`config.mk`:
```
export PLATFORM = sky130hd
export DESIGN_NAME = thermal_guard
export DESIGN_NICKNAME = d
export VERILOG_FILES = /design/src/rtl/thermal_guard.sv
export SDC_FILE = /design/constraint.sdc
export NUM_CORES = 1
export LEC_CHECK = 0
export ABC_AREA = 1
export BUFFER_PORTS_ARGS = -buffer_cell sky130_fd_sc_hd__buf_4
export CORE_MARGIN = 2
export CORE_UTILIZATION = 45
export CTS_CLUSTER_DIAMETER = 150
export DETAILED_ROUTE_END_ITERATION = 16
export PLACE_DENSITY = 0.71
export SLEW_MARGIN = 20
export SYNTH_ARGS = -nofsm -noshare
export SYNTH_HDL_FRONTEND = slang
export SYNTH_SLANG_ARGS = --single-unit
```
`constraint.sdc`:
```
create_clock -name clk -period 1.95 [get_ports clk]
set_input_delay 0.0975 -clock clk [delete_from_list [all_inputs] [get_ports clk]]
set_output_delay 0.0975 -clock clk [all_outputs]
set_load 0.005 [all_outputs]
```
`src/rtl/thermal_guard.sv`:
```
module thermal_guard #(
  parameter int TW   = 8,
  parameter int PW   = 4,
  parameter int RW   = 8,
  parameter int HOLD = 1000000
) (
  input  logic          clk,
  input  logic          rst_n,
  input  logic [TW-1:0] temp,
  input  logic [TW-1:0] trip_level,
  input  logic [TW-1:0] hyst_margin,
  input  logic          defer_mode,
  input  logic          hot_irq_en,
  input  logic          cool_irq_en,
  input  logic          reg_rd,
  input  logic          reg_wr,
  input  logic [RW-1:0] reg_wdata,
  output logic [RW-1:0] reg_rdata,
  input  logic          ps_req,
  input  logic [PW-1:0] ps_val,
  output logic          ps_grant,
  output logic [PW-1:0] ps_out,
  output logic          engaged,
  output logic          irq_hot,
  output logic          irq_cool
);
  localparam int CW = $clog2(HOLD + 1);

  logic          hot, cool, hot_q, log_q, pend;
  logic [CW-1:0] hold_cnt;
  logic [PW-1:0] pend_val;

  assign hot  = temp >= trip_level;
  assign cool = ({1'b0, temp} + {1'b0, hyst_margin}) < {1'b0, trip_level};
  assign reg_rdata = reg_rd ? {{(RW-2){1'b0}}, log_q, engaged} : '0;

  always_ff @(posedge clk) begin
    if (!rst_n) begin
      hot_q    <= 1'b0;
      engaged  <= 1'b0;
      hold_cnt <= '0;
      log_q    <= 1'b0;
      irq_hot  <= 1'b0;
      irq_cool <= 1'b0;
      ps_grant <= 1'b0;
      ps_out   <= '0;
      pend     <= 1'b0;
      pend_val <= '0;
    end else begin
      hot_q    <= hot;
      irq_hot  <= hot_irq_en && hot && !hot_q;
      irq_cool <= cool_irq_en && !hot && hot_q;

      if (!engaged && hot) begin
        engaged  <= 1'b1;
        hold_cnt <= CW'(HOLD - 1);
      end else if (engaged) begin
        if (hold_cnt != '0) hold_cnt <= hold_cnt - 1'b1;
        else if (cool)      engaged  <= 1'b0;
      end

      if (hot && !hot_q)                log_q <= 1'b1;
      else if (reg_wr && !reg_wdata[1]) log_q <= 1'b0;

      ps_grant <= 1'b0;
      if (ps_req) begin
        if (defer_mode && engaged) begin
          pend     <= 1'b1;
          pend_val <= ps_val;
        end else begin
          pend     <= 1'b0;
          ps_grant <= 1'b1;
          ps_out   <= ps_val;
        end
      end else if (pend && (!engaged || !defer_mode)) begin
        pend     <= 1'b0;
        ps_grant <= 1'b1;
        ps_out   <= pend_val;
      end
    end
  end

  logic [CW-1:0] age;
  always_ff @(posedge clk) begin
    if (!rst_n)                        age <= '0;
    else if (!engaged)                 age <= '0;
    else if (age < CW'(HOLD))          age <= age + 1'b1;
  end

  assert_min_hold_R4: assert property (@(posedge clk) disable iff (!rst_n)
    $fell(engaged) |-> $past(age) >= CW'(HOLD - 1));
  assert_release_R5: assert property (@(posedge clk) disable iff (!rst_n)
    $fell(engaged) |-> $past(cool));
  assert_log_on_trip_R2: assert property (@(posedge clk) disable iff (!rst_n)
    $rose(engaged) |-> log_q);
  assert_hot_pulse_R6: assert property (@(posedge clk) disable iff (!rst_n)
    irq_hot |=> !irq_hot);
  assert_cool_pulse_R7: assert property (@(posedge clk) disable iff (!rst_n)
    irq_cool |=> !irq_cool);
  assert_defer_R9: assert property (@(posedge clk) disable iff (!rst_n)
    ps_grant |-> !($past(defer_mode) && $past(engaged)));
  assert_rdata_R1: assert property (@(posedge clk)
    !reg_rd |-> reg_rdata == '0);
endmodule

```
After elaboration in Yosys (flattened, before gate mapping):

Cells that the tools add are included.

* register bits: 35
* latch bits: 0
* bits in writable memories: 0
* memory bits (read-only): 0
* input bits: 44
* logic and storage cells: 61
* memories: 0

* add/sub/neg operators: 2
* multipliers: 0
* divide/modulo/power cells: 0
* magnitude comparators: 2
* equality and inequality tests: 1
* shifts and indexed selects: 0
* multiplexer cells: 19
* bitwise gates (word level): 1
* reductions and logical operators: 25

Operators by type and width (number)
* $mux W20: 3
* $reduce_bool A20 Y1: 1
* $sub A20 B1 Y20 const B: 1
* $mux W1: 12
* $mux W4: 3
* $add A8 B8 Y9: 1
* $logic_and A1 B1 Y1: 9
* $lt A9 B8 Y1: 1
* $ge A8 B8 Y1: 1
* $reduce_and A2 Y1: 4
* $reduce_bool A2 Y1: 4
* $logic_not A1 Y1: 5
* $mux W2: 1
* $ne A2 B2 Y1 const B: 1
* $reduce_or A2 Y1: 1
* $logic_or A1 B1 Y1: 1
* $not A1 Y1: 1

Depth between registers and ports, before layout:

* depth in word-level cells: 6
* mapped depth: 17

Worst setup path after synthesis:

OpenSTA, ideal clock, no wires.

* path kind: input to register
* from: input port temp[0]
* to: register engaged
* setup time: 0.132 ns
* arrival: 1.924 ns
* data required time: 1.818 ns
* setup slack: -0.106 ns
* cell stages on the path: 14
* cell sequence: ha_1 inv_1 fa_1 nand3b_1 nand2_1 a31oi_1 xnor2_1 ha_1 a21oi_1 o2111ai_1 nor2_1 nand3_1 nand2_1 a21oi_1

* cells in the longest elaborated chain, start to end: 6

RTL lines
* from (decl): RTL line 9 `input logic [TW-1:0] temp,`
* $add A8 B8 Y9: RTL line 34 `assign cool = ({1'b0, temp} + {1'b0, hyst_margin}) < {1'b0, trip_level};`
* $lt A9 B8 Y1: RTL line 34
* $mux W1: RTL line 59 `else if (cool) engaged <= 1'b0;`
* $mux W1: RTL line 58 `if (hold_cnt != '0) hold_cnt <= hold_cnt - 1'b1;`
* $mux W1: RTL line 57 `end else if (engaged) begin`
* $mux W1 *: RTL line 54 `if (!engaged && hot) begin`
* to (signal assigned): RTL line 40 `engaged <= 1'b0;`
* to (signal assigned): RTL line 55 `engaged <= 1'b1;`
* to (signal assigned): RTL line 59
* to (decl): RTL line 23 `output logic engaged,`

Mark *: on every way between the ends. The rest lies on a longest branch, timed or not.
A chain may end at the register's enable or synchronous reset.

Worst setup path in the final report:

Same ends and word-level chain as after synthesis.

==> results.md <==
* Hold depth at 3
* CP Max Fanout at 3
* Hold Crit Start: cool_irq_en
* Async SR Flop Fraction at 0%
* Crit Reg-Reg Endpoint: hold_cnt[15]
* Fin. max-slew vios at 0
* Synth Area per Inst at 7.01 um^2
* # nets final at 497
* HPWL after DPL at 4.43 mm
* IO Count at 60
* Final min period at 1.89 ns
* # Post-CTS Setup Buffers at 0
* Critical Path Source Type: primary input
* CP peak stage delay at 0.34 ns
* Critical Path, Cell by Cell: buf_4 > ha_2 > inv_1 > fa_2 > nand3b_1 > nand2_2 > a31oi_2 > xnor2_1 > ha_1 > nand2_1 > inv_1 > nand4_1 > nor2_1 > nor2_1 > nand3_1 > nand2_1 > a21oi_1
* Worst Hold Class: in -> reg
* Gr ovfl total at 0
* Wl on met1 at 2.55 mm
* CTS tree: done
* Chip width at 79.5 um
* Worst path required time at 2.17 ns
* Layout cells sized above 1 at 23.3%
* PD cells at 699 nW/um^2
* DRT antenna net count at 0
* Finish-stage setup viols at 0
* CP Capture Type: register
* Switching Fraction at 36.6%
* Top-count cell post-synth: nand2_1
* First-pass GRT wire length at 9.67 mm
* Critical path arrival at 2.11 ns
* Via density at 4.77
* Netlist cell types at 39
* Vias at 2,390
* Number of synthesized flops with an enable pin at 0
* Clock buffer depth at 2
* Worst VDD drop at 0.585 mV
* Hold EP: irq_cool
* Antenna cells at 0
* CTS buffer count at 5
* Psw at 813 uW
* Gate count of the mapped netlist at 366
* WL met2 at 2.75 mm
* Area Growth Syn to Fin at 23.8%
* Reg-to-reg critical path startpoint: hold_cnt[0]
* Yosys warns at 0
* Largest net degree at the start of global routing at 15
* Layout Skew at 0.00656 ns
* Main synth FF type: dfxtp_1
* DRC errors left at 0
* Total global-route track usage at 18.8%
* CTS Hold Bufs at 0
* Initial antenna violation count at 0
* Int Pwr at 1.41 mW
* Row count at 27
* Cell total after placement at 493
* Die extent in y at 79.5 um
* Routability cong. at 0.843
* Reg clk slew, reported paths at 0.07 ns
* Reg power frac at 38.0%
* CP Class: in -> reg
* Post-synth top area share at 27.3%
* Fmax achieved at 0.529 GHz
* Routed wire per std cell at 11.0 um
* Finished Layout Cells at 501
* Top post-synthesis cells by count: nand2_1, inv_1, dfxtp_1, nor2_1, a21oi_1
* Largest cells by area after synthesis: dfxtp_1, ha_1, nand2_1
* DR iter-0 viols at 64
* Status: complete, no violations
* H-tree levels at 2
* Vias in the first global route at 2,337
* Max-Cap Viols at 0
* Power Total at 2.22 mW
* Period utilization at 96.9%
* Core area at 5510 um^2
* Worst-Skew Late Latency at 0.28 ns
* Clock Power Share at 23.1%
* Unrepaired setup endpoints after global routing: true
* Initial Util at 46.6%
* Die area at 6330 um^2
* CTS sink cnt at 35
* Port bufs at 46
* Worst-case reg-to-reg path depth at 12
* Highest Signal Layer: met4
* Flop and latch count out of synthesis at 35
* Fill cells at 520
* Routed wire length at 5.51 mm
* LEAKAGE at 1.68 nW
* Root buf cell: clkbuf_8
* Comb power frac at 38.8%
* Routed wl met3 at 165 um
* Worst path slowest cell: fa_2
* R2R Setup Slk at 0.19 ns
* Post-synthesis sequential area ratio at 27.3%
* Post-Syn Area at 2570 um^2
* Final Hold Fails at 0
* First-pass iteration count of the detailed router at 5
* Post-synth top area cell: dfxtp_1
[worst max path at each step]
stage | from | end | slack (ns)
final | temp[0] | engaged | 0.06
after global routing | temp[0] | engaged | -0.13
after CTS | temp[0] | engaged | 0.03
after detailed placement | temp[0] | engaged | -0.26
after global placement | temp[0] | engaged | -0.21
after floorplan | temp[0] | engaged | -0.04
[layout make-up]
cell class              instances  area [um^2]  share of cell area [%]
well taps                      72         90.1                    2.83
repair buffers                 61          458                    14.4
clock buffers                   6         72.6                    2.28
multi-input cells             261         1600                    50.4
clock inverters                 2         12.5                   0.394
inverters                      64          243                    7.63
flip-flops and latches         35          701                    22.0
[power by group through the flow]
stage	clock network, mW	registers (mW)	logic (mW)
floorplan	0	0.853	0.621
global placement	0	0.860	0.837
detailed placement	0	0.861	0.852
CTS	0.538	0.845	0.858
global route	0.565	0.855	0.983
finish	0.514	0.846	0.863
[placed cells by master, fill, tap and decap left out, types with 3 or more instances in the layout]
cell type / synthesis / routed
nand3_1: 23 / 23
a21oi_1: 25 / 23
nor2_1: 32 / 32
or2_1: 3 / 3
a31oi_1: 7 / 6
dfxtp_1: 35 / 35
conb_1: 1 / 6
o211ai_1: 3 / 3
ha_1: 24 / 22
xor2_1: 8 / 8
inv_1: 62 / 62
nand4_1: 7 / 7
o21ai_0: 8 / 8
clkbuf_8: 0 / 5
buf_4: 6 / 61
xnor2_1: 5 / 5
nand2_2: 6 / 7
nor2_2: 6 / 6
nor2_4: 4 / 4
nand2_1: 75 / 74
[through the flow]
stage                     hold WS [ns]  setup WS (ns)  area (um^2)  util (%)  setup TNS, ns
after floorplan                  0.227        -0.0356         2590         -        -0.0356
after global routing            0.0686         -0.134         3180      57.7         -0.134
final                           0.0701         0.0611         3180      57.7              0
after global placement           0.361         -0.206         3060      55.6         -0.206
after CTS                       0.0594         0.0310         3150      57.2              0
after detailed placement         0.366         -0.264         3060      55.6         -0.264
[state kept, by name, indices dropped and copies added (netlist names)]
| name | count |
|---|---|
| ps_grant | 1 |
| pend | 1 |
| log_q | 1 |
| engaged | 1 |
| hold_cnt | 20 |
| irq_cool | 1 |
| hot_q | 1 |
| ps_out | 4 |
| pend_val | 4 |
| irq_hot | 1 |
[metal layers]
metal	track usage, %	vias to the layer above
li1	-	1281
met4	5.34	0
met3	3.96	4
met2	34.7	43
met5	0	-
met1	21.7	1062
[worst max-delay path, delay by kind of cell]
kind / cells / cell delay, ns
compound gates: 2 / 0.20
simple gates: 8 / 0.69
buf+inv: 3 / 0.19
fa+ha+maj: 3 / 0.78
xor+xnor: 1 / 0.13
[cell families after synthesis]
family / after synthesis / synth area share (%)
AOI/OAI and AO/OA: 49 / 10.6
xor gates and xnor gates: 13 / 4.43
adders and majority gates: 25 / 12.5
buffers and inverters: 75 / 12.3
DFF: 35 / 27.3
other: 1 / 0.146
and+or+nand+nor: 168 / 32.7
[repair_timing]
action	4_1_cts	5_1_grt
hold endpoints to repair	0	0
resized for setup	0	6
setup endpoints to repair	0	1
No activity file was read; power rests on OpenSTA's default activity.
